**src/rtl/trig_seq_pkg.sv**
```systemverilog
package trig_seq_pkg;
  localparam int STATE_W = 2;

  typedef enum logic [1:0] {
    ACT_KEEP = 2'd0,
    ACT_SET  = 2'd1,
    ACT_CLR  = 2'd2
  } flag_act_e;

  typedef enum logic [1:0] {
    CNT_NONE = 2'd0,
    CNT_LOAD = 2'd1,
    CNT_DEC  = 2'd2
  } cnt_act_e;

  // packed LSB first: en[0], next[2:1], trig[4:3], store[6:5], cnt[8:7]
  typedef struct packed {
    cnt_act_e           cnt_act;
    flag_act_e          store_act;
    flag_act_e          trig_act;
    logic [STATE_W-1:0] next_state;
    logic               en;
  } br_ctrl_t;

  localparam int CTRL_W = $bits(br_ctrl_t);

  function automatic logic apply_act(input flag_act_e act, input logic cur);
    case (act)
      ACT_SET: apply_act = 1'b1;
      ACT_CLR: apply_act = 1'b0;
      default: apply_act = cur;
    endcase
  endfunction
endpackage

```
**src/rtl/trig_branch_table.sv**
```systemverilog
module trig_branch_table
  import trig_seq_pkg::*;
#(
  parameter int N_STATES = 4,
  parameter int SLOTS    = 16,
  parameter int TT_W     = 32,
  parameter int DW       = 32
) (
  input  logic                        clk_i,
  input  logic                        rst_ni,
  input  logic                        we_tt_i,
  input  logic                        we_ctrl_i,
  input  logic [$clog2(N_STATES*SLOTS)-1:0] waddr_i,
  input  logic [DW-1:0]               wdata_i,
  input  logic [STATE_W-1:0]          rd_state_i,
  output logic [SLOTS-1:0][TT_W-1:0]  tt_o,
  output br_ctrl_t [SLOTS-1:0]        ctrl_o
);
  localparam int N_ENT  = N_STATES * SLOTS;
  localparam int SLOT_W = $clog2(SLOTS);
  localparam int IDX_W  = $clog2(N_ENT);

  logic [TT_W-1:0] tt_q   [N_ENT];
  br_ctrl_t        ctrl_q [N_ENT];

  always_ff @(posedge clk_i or negedge rst_ni) begin
    if (!rst_ni) begin
      for (int i = 0; i < N_ENT; i++) begin
        tt_q[i]   <= '0;
        ctrl_q[i] <= '0;
      end
    end else begin
      if (we_tt_i)   tt_q[waddr_i]   <= wdata_i[TT_W-1:0];
      if (we_ctrl_i) ctrl_q[waddr_i] <= br_ctrl_t'(wdata_i[CTRL_W-1:0]);
    end
  end

  for (genvar s = 0; s < SLOTS; s++) begin : g_rd
    logic [IDX_W-1:0] ra;
    assign ra        = {rd_state_i, SLOT_W'(s)};
    assign tt_o[s]   = tt_q[ra];
    assign ctrl_o[s] = ctrl_q[ra];
  end
endmodule

```
**src/rtl/trig_branch_pick.sv**
```systemverilog
module trig_branch_pick
  import trig_seq_pkg::*;
#(
  parameter int SLOTS = 16,
  parameter int TT_W  = 32
) (
  input  logic [SLOTS-1:0][TT_W-1:0] tt_i,
  input  br_ctrl_t [SLOTS-1:0]       ctrl_i,
  input  logic [$clog2(TT_W)-1:0]    idx_i,
  output logic                       hit_o,
  output br_ctrl_t                   sel_o
);
  logic [SLOTS-1:0] cond;

  for (genvar s = 0; s < SLOTS; s++) begin : g_cond
    assign cond[s] = ctrl_i[s].en & tt_i[s][idx_i];
  end

  // lowest index has priority
  always_comb begin
    hit_o = 1'b0;
    sel_o = '0;
    for (int s = SLOTS - 1; s >= 0; s--) begin
      if (cond[s]) begin
        hit_o = 1'b1;
        sel_o = ctrl_i[s];
      end
    end
  end
endmodule

```
**src/rtl/trig_term_counter.sv**
```systemverilog
module trig_term_counter #(
  parameter int CNT_W = 32
) (
  input  logic             clk_i,
  input  logic             rst_ni,
  input  logic             clr_i,
  input  logic             load_i,
  input  logic             dec_i,
  input  logic [CNT_W-1:0] load_val_i,
  output logic             zero_o
);
  logic [CNT_W-1:0] cnt_q;

  assign zero_o = (cnt_q == '0);

  always_ff @(posedge clk_i or negedge rst_ni) begin
    if (!rst_ni)                cnt_q <= '0;
    else if (clr_i)             cnt_q <= '0;
    else if (load_i)            cnt_q <= load_val_i;
    else if (dec_i && !zero_o)  cnt_q <= cnt_q - 1'b1;
  end

  p_dec_sat_r9: assert property (@(posedge clk_i) disable iff (!rst_ni)
    (zero_o && !load_i) |=> zero_o);
  p_dec_step_r9: assert property (@(posedge clk_i) disable iff (!rst_ni)
    (dec_i && !zero_o && !load_i && !clr_i) |=> (cnt_q == $past(cnt_q) - 1'b1));
  p_hold_r6: assert property (@(posedge clk_i) disable iff (!rst_ni)
    (!dec_i && !load_i && !clr_i) |=> $stable(cnt_q));
endmodule

```
**src/rtl/trig_seq_top.sv**
```systemverilog
module trig_seq_top
  import trig_seq_pkg::*;
#(
  parameter int N_TERMS  = 4,
  parameter int CNT_W    = 32,
  parameter int SLOTS    = 16,
  parameter int N_STATES = 4,
  parameter int ADDR_W   = 8,
  parameter int DW       = 32
) (
  input  logic               clk_i,
  input  logic               rst_ni,
  input  logic               cfg_we_i,
  input  logic [ADDR_W-1:0]  cfg_addr_i,
  input  logic [DW-1:0]      cfg_wdata_i,
  input  logic               run_i,
  input  logic [N_TERMS-1:0] terms_i,
  output logic [STATE_W-1:0] state_o,
  output logic               trig_o,
  output logic               store_o,
  output logic               cnt_zero_o
);
  localparam int TI_W  = N_TERMS + 1;
  localparam int TT_W  = 2 ** TI_W;
  localparam int IDX_W = $clog2(N_STATES * SLOTS);
  localparam logic [1:0] SEL_TT = 2'd0, SEL_CTRL = 2'd1, SEL_LOAD = 2'd2;

  logic [1:0]       cfg_sel;
  logic [IDX_W-1:0] cfg_slot;
  logic [CNT_W-1:0] preload_q;
  assign cfg_sel  = cfg_addr_i[ADDR_W-1 -: 2];
  assign cfg_slot = cfg_addr_i[IDX_W-1:0];

  always_ff @(posedge clk_i or negedge rst_ni) begin
    if (!rst_ni) preload_q <= '0;
    else if (cfg_we_i && cfg_sel == SEL_LOAD) preload_q <= CNT_W'(cfg_wdata_i);
  end

  logic [STATE_W-1:0]                state_q;
  logic                              running_q, trig_en_q, store_en_q, trig_q;
  logic [SLOTS-1:0][TT_W-1:0]        tt_w;
  br_ctrl_t [SLOTS-1:0]              ctrl_w;
  br_ctrl_t                          sel;
  logic                              hit, fire, cnt_zero, trig_en_nx;

  trig_branch_table #(
    .N_STATES(N_STATES), .SLOTS(SLOTS), .TT_W(TT_W), .DW(DW)
  ) u_table (
    .clk_i     (clk_i),
    .rst_ni    (rst_ni),
    .we_tt_i   (cfg_we_i && cfg_sel == SEL_TT),
    .we_ctrl_i (cfg_we_i && cfg_sel == SEL_CTRL),
    .waddr_i   (cfg_slot),
    .wdata_i   (cfg_wdata_i),
    .rd_state_i(state_q),
    .tt_o      (tt_w),
    .ctrl_o    (ctrl_w)
  );

  trig_branch_pick #(.SLOTS(SLOTS), .TT_W(TT_W)) u_pick (
    .tt_i  (tt_w),
    .ctrl_i(ctrl_w),
    .idx_i ({cnt_zero, terms_i}),
    .hit_o (hit),
    .sel_o (sel)
  );

  assign fire = running_q && hit && !run_i;

  trig_term_counter #(.CNT_W(CNT_W)) u_cnt (
    .clk_i     (clk_i),
    .rst_ni    (rst_ni),
    .clr_i     (run_i),
    .load_i    (fire && sel.cnt_act == CNT_LOAD),
    .dec_i     (fire && sel.cnt_act == CNT_DEC),
    .load_val_i(preload_q),
    .zero_o    (cnt_zero)
  );

  assign trig_en_nx = apply_act(sel.trig_act, trig_en_q);

  always_ff @(posedge clk_i or negedge rst_ni) begin
    if (!rst_ni) begin
      running_q  <= 1'b0;
      state_q    <= '0;
      trig_en_q  <= 1'b0;
      store_en_q <= 1'b0;
      trig_q     <= 1'b0;
    end else if (run_i) begin
      running_q  <= 1'b1;
      state_q    <= '0;
      trig_en_q  <= 1'b0;
      store_en_q <= 1'b0;
      trig_q     <= 1'b0;
    end else if (fire) begin
      state_q    <= sel.next_state;
      trig_en_q  <= trig_en_nx;
      store_en_q <= apply_act(sel.store_act, store_en_q);
      trig_q     <= trig_q | trig_en_nx;
    end
  end

  assign state_o    = state_q;
  assign trig_o     = trig_q;
  assign store_o    = store_en_q;
  assign cnt_zero_o = cnt_zero;

  p_run_home_r2: assert property (@(posedge clk_i) disable iff (!rst_ni)
    run_i |=> (state_o == '0 && !trig_o && !store_o && cnt_zero_o));
  p_idle_r1: assert property (@(posedge clk_i) disable iff (!rst_ni)
    (!running_q && !run_i) |=> (state_o == '0 && !trig_o));
  p_hold_r6: assert property (@(posedge clk_i) disable iff (!rst_ni)
    (!run_i && !hit) |=> ($stable(state_o) && $stable(store_o) && $stable(trig_o)));
  p_trig_sticky_r7: assert property (@(posedge clk_i) disable iff (!rst_ni)
    (trig_o && !run_i) |=> trig_o);
endmodule

```
**config.mk**
```make
export PLATFORM = sky130hd
export DESIGN_NAME = trig_seq_top
export DESIGN_NICKNAME = d
export VERILOG_FILES = /design/src/rtl/trig_seq_pkg.sv /design/src/rtl/trig_branch_table.sv /design/src/rtl/trig_branch_pick.sv /design/src/rtl/trig_term_counter.sv /design/src/rtl/trig_seq_top.sv
export SDC_FILE = /design/constraint.sdc
export NUM_CORES = 2
export LEC_CHECK = 0
export BUFFER_PORTS_ARGS = -buffer_cell sky130_fd_sc_hd__buf_2
export CELL_PAD_IN_SITES_DETAIL_PLACEMENT = 1
export CELL_PAD_IN_SITES_GLOBAL_PLACEMENT = 2
export CORE_MARGIN = 2
export CORE_UTILIZATION = 50
export CTS_CLUSTER_SIZE = 14
export DETAILED_ROUTE_END_ITERATION = 12
export PLACE_DENSITY = 0.86
export SYNTH_ARGS = -nofsm -noshare
export SYNTH_HDL_FRONTEND = slang
export SYNTH_SLANG_ARGS = --single-unit
```
**constraint.sdc**
```tcl
create_clock -name clk_i -period 13.8 [get_ports clk_i]
set_input_delay 0.69 -clock clk_i [delete_from_list [all_inputs] [get_ports clk_i]]
set_output_delay 0.69 -clock clk_i [all_outputs]
set_load 0.02 [all_outputs]
```
==> reports/results.tsv <==
stage	metric	value	unit
worst_setup_path	critical_path.cell_chain	buf_4 > buf_4 > mux4_2 > a32o_1 > a221oi_1 > nand3_1 > o211ai_1 > nand2_1 > a31o_2 > a2111o_1 > nor3_1 > o21a_2 > nand3_1 > buf_4 > a2111oi_0 > o32ai_1	
synthesis	yosysSeqAreaShare	0.545	
global_routing	grt_use_total	0.309	
worst_setup_path	cp.arrival	9.26	ns
sta	tns	0	ns
routing	wl	388	mm
layout	stdcell_count	11500	
clock_tree	cts_root_buf	clkbuf_16	
run_status	status	finished, final reports clean	
clock_tree	clkTransAtPathRegs	0.06	ns
sta	timing.final.ws_setup	5.32	ns
sta	fmax	118	MHz
routing	final_antenna_net_count	0	
clock_tree	cts_hold_buf	2	
synthesis	synth_area_leaders	dfrtp_1 (55%), mux2_2 (24%), mux4_2 (10%), mux2i_1 (1.9%), clkbuf_1 (1.3%)	
routing	firstDrtPassIters	6	
worst_setup_path	cp_max_fo	44	
synthesis	synth_common_cells	dfrtp_1 (2694), mux2_2 (2686), mux4_2 (559)	
die	die_x	501	um
layout	multiInputGateArea	0.0531	mm2
placement	dpl_cell_area	0.127	mm2
layout	nNetsFinal	8095	
global_routing	grt_pass1_vias	83000	
worst_setup_path	crit_top_cell	buf_4	
placement	place_hpwl	231	mm
global_routing	use_met1	0.420	
sta	rsz0062_at_grt	false	
clock_tree	cts_resized	0	
synthesis	syn-cell-area	0.124	mm2
worst_setup_path	cp.required	14.58	ns
die	dieArea	0.251	mm2
placement	dp.cells	11000	
synthesis	synthArstFlopShare	1.00	
layout	drive_above_1_share	0.490	
routing	route.detailed.drc	0	
synthesis	yosysUniqueCellTypes	89	
power_and_ir_drop	p_leak	0.0649	uW
worst_setup_path	start_kind	flip-flop	
layout	area_delta_synth_final	10.5	%
layout	final-seq-area	0.0674	mm2
synthesis	ys_ff_latch	2694	
synthesis	synth_top_area_share	0.545	
sta	worst_slew_pin_slew	1.41	ns
layout	fillerInstances	22500	
sta	setup_viol	0	
die	chipHeight	501	um
power_and_ir_drop	total_power	24000	uW
power_and_ir_drop	p_per_area	176	mW/mm2
sta	skew	0.0805	ns
clock_tree	cts_buffer_depth	4	
die	initial_core_util	0.503	
placement	place_congestion	0.903	
global_routing	grt_start_max_net_pins	189	
placement	io_buffers	52	
worst_hold_path	hold_class	input port to flip-flop	
die	rows	182	
synthesis	yosysWarnings	0	
power_and_ir_drop	vdd_drop_max	1.28	mV
worst_setup_path	end_kind	flip-flop	
global_routing	busiest_layer	met2	
global_routing	antenna_found_initial	27	
routing	initialDrtViolationCount	6772	
die	coreArea	0.246	mm2
routing	vias	75800	
run	drv_cap	0	
sta	min_period	8.48	ns
routing	wl_per_cell	33.8	um
global_routing	grt_pass1_wl	574	mm
synthesis	synth_area_per_cell	15.0	um2
routing	routed_via_density	6.61	
global_routing	met3_usage	0.0621	
clock_tree	cts_made_buffers	304	
synthesis	syn-num-nets	8294	
placement	pre_cts_ws	5.43	ns
global_routing	grt.overflow.total	0	
worst_setup_path	worstSetupPathType	flip-flop to flip-flop	
worst_setup_path	slowest_delay	0.96	ns
die	ios	53	
worst_setup_path	cpMaxStageDelayCell	o211ai_1	
clock_tree	h-tree-depth	5	
sta	relSlewSlack	0.0518	
sta	min_period_over_period	0.615	
synthesis	yosys.area.top_type	dfrtp_1	
sta	hold_violations	0	
clock_tree	tritoncts	yes	
clock_tree	clock-sinks	2694	
synthesis	ys.flop_type	dfrtp_1	
global_routing	grtUsageMet2	0.489	
sta	drv_slew	0	
synthesis	synth_edf_count	0	
synthesis	yosysMostFrequentCell	dfrtp_1	
layout	design_area	0.137	mm2
clock_tree	clk_latency	0.99	ns
clock_tree	post_cts_buffers	0	
synthesis	syn_inst	8243	
-- cells by family (layout without fill, tap and decap cells) --
kind of cell,count (synthesis),in the layout,synth area share
other cells,0,6,0
compound gates,564,564,0.0344
simple gates,692,692,0.0273
mux,3475,3475,0.365
fa+ha+maj,3,3,0.000304
buf+inv,815,809,0.0272
flops,2694,2694,0.545
-- final timing paths --
kind,from,to,slack [ns],depth (start not counted)
worst max-delay path,state_o[0],u_cnt.cnt_q[5],5.32,16
worst max register to register,state_o[0],u_cnt.cnt_q[5],5.32,16
max in group asynchronous,rst_ni,u_table.tt_q[704],9.90,5
worst min-delay path,cfg_wdata_i[26],u_table.tt_q[1402],0.09,2
min in group asynchronous,rst_ni,preload_q[4],0.43,2
worst min register to register,u_table.tt_q[2005],u_table.tt_q[2005],0.50,1
-- layout make-up --
cell class,instances,share of cell area
inverters,48,0.00132
multi-input cells,4734,0.389
clock inverters,66,0.00595
flip-flops and latches,2694,0.494
clock buffers,433,0.0646
diodes,6,0.000110
repair buffers,262,0.0157
well taps,3220,0.0295
-- layout by cell type (no fill, tap or decap), types with 18 or more instances in the layout --
cell type / count
a21oi_1: 78
clkbuf_16: 311
nand4_1: 20
mux2i_1: 230
mux2_2: 2686
a211oi_1: 27
nor3_1: 46
a31oi_1: 18
dfrtp_1: 2692
nor4_1: 19
clkbuf_8: 58
a22oi_1: 139
nand3_1: 84
inv_1: 44
nor2_1: 134
mux4_2: 559
buf_4: 221
o211ai_1: 21
clkbuf_1: 64
o21ai_0: 38
nand2_1: 201
o22ai_1: 30
buf_2: 20
nand2b_1: 25
clkinv_2: 39
nor2_4: 19
a221oi_1: 52
bufinv_16: 18
-- state kept, by name, summed over array words and instances, names as in the netlist --
register	count
trig_en_q	1
u_table.ctrl_q	576
running_q	1
trig_o	1
store_o	1
u_table.tt_q	2048
preload_q	32
state_o	2
u_cnt.cnt_q	32
-- worst max-delay path: cells and delay by family (launching register included) --
family          cells  cell delay (ns)
compound gates      8             3.17
buf+inv             3             1.99
flops               1             0.93
mux                 1             0.61
simple gates        4             1.46
-- metrics by stage --
stage | hold slack, ns | util
detailed placement | 0.487 | 0.516
global placement | 0.481 | 0.516
finish | 0.0865 | 0.555
CTS | 0.0315 | 0.555
floorplan | 0.394 | -
global route | 0.0656 | 0.555
-- where the power goes --
group	leakage (uW)	total, uW	internal, uW	switching, uW
Sequential	0.0371	8630	8330	306
Combinational	0.0231	7330	2130	5200
Clock	0.00476	8000	4750	3250
-- metal layers --
metal	routed length, um	part of all wire
met5	28	0.000072
met2	183000	0.47
met3	25900	0.067
met4	16800	0.043
met1	162000	0.42
No activity file was read; power rests on OpenSTA's default activity.
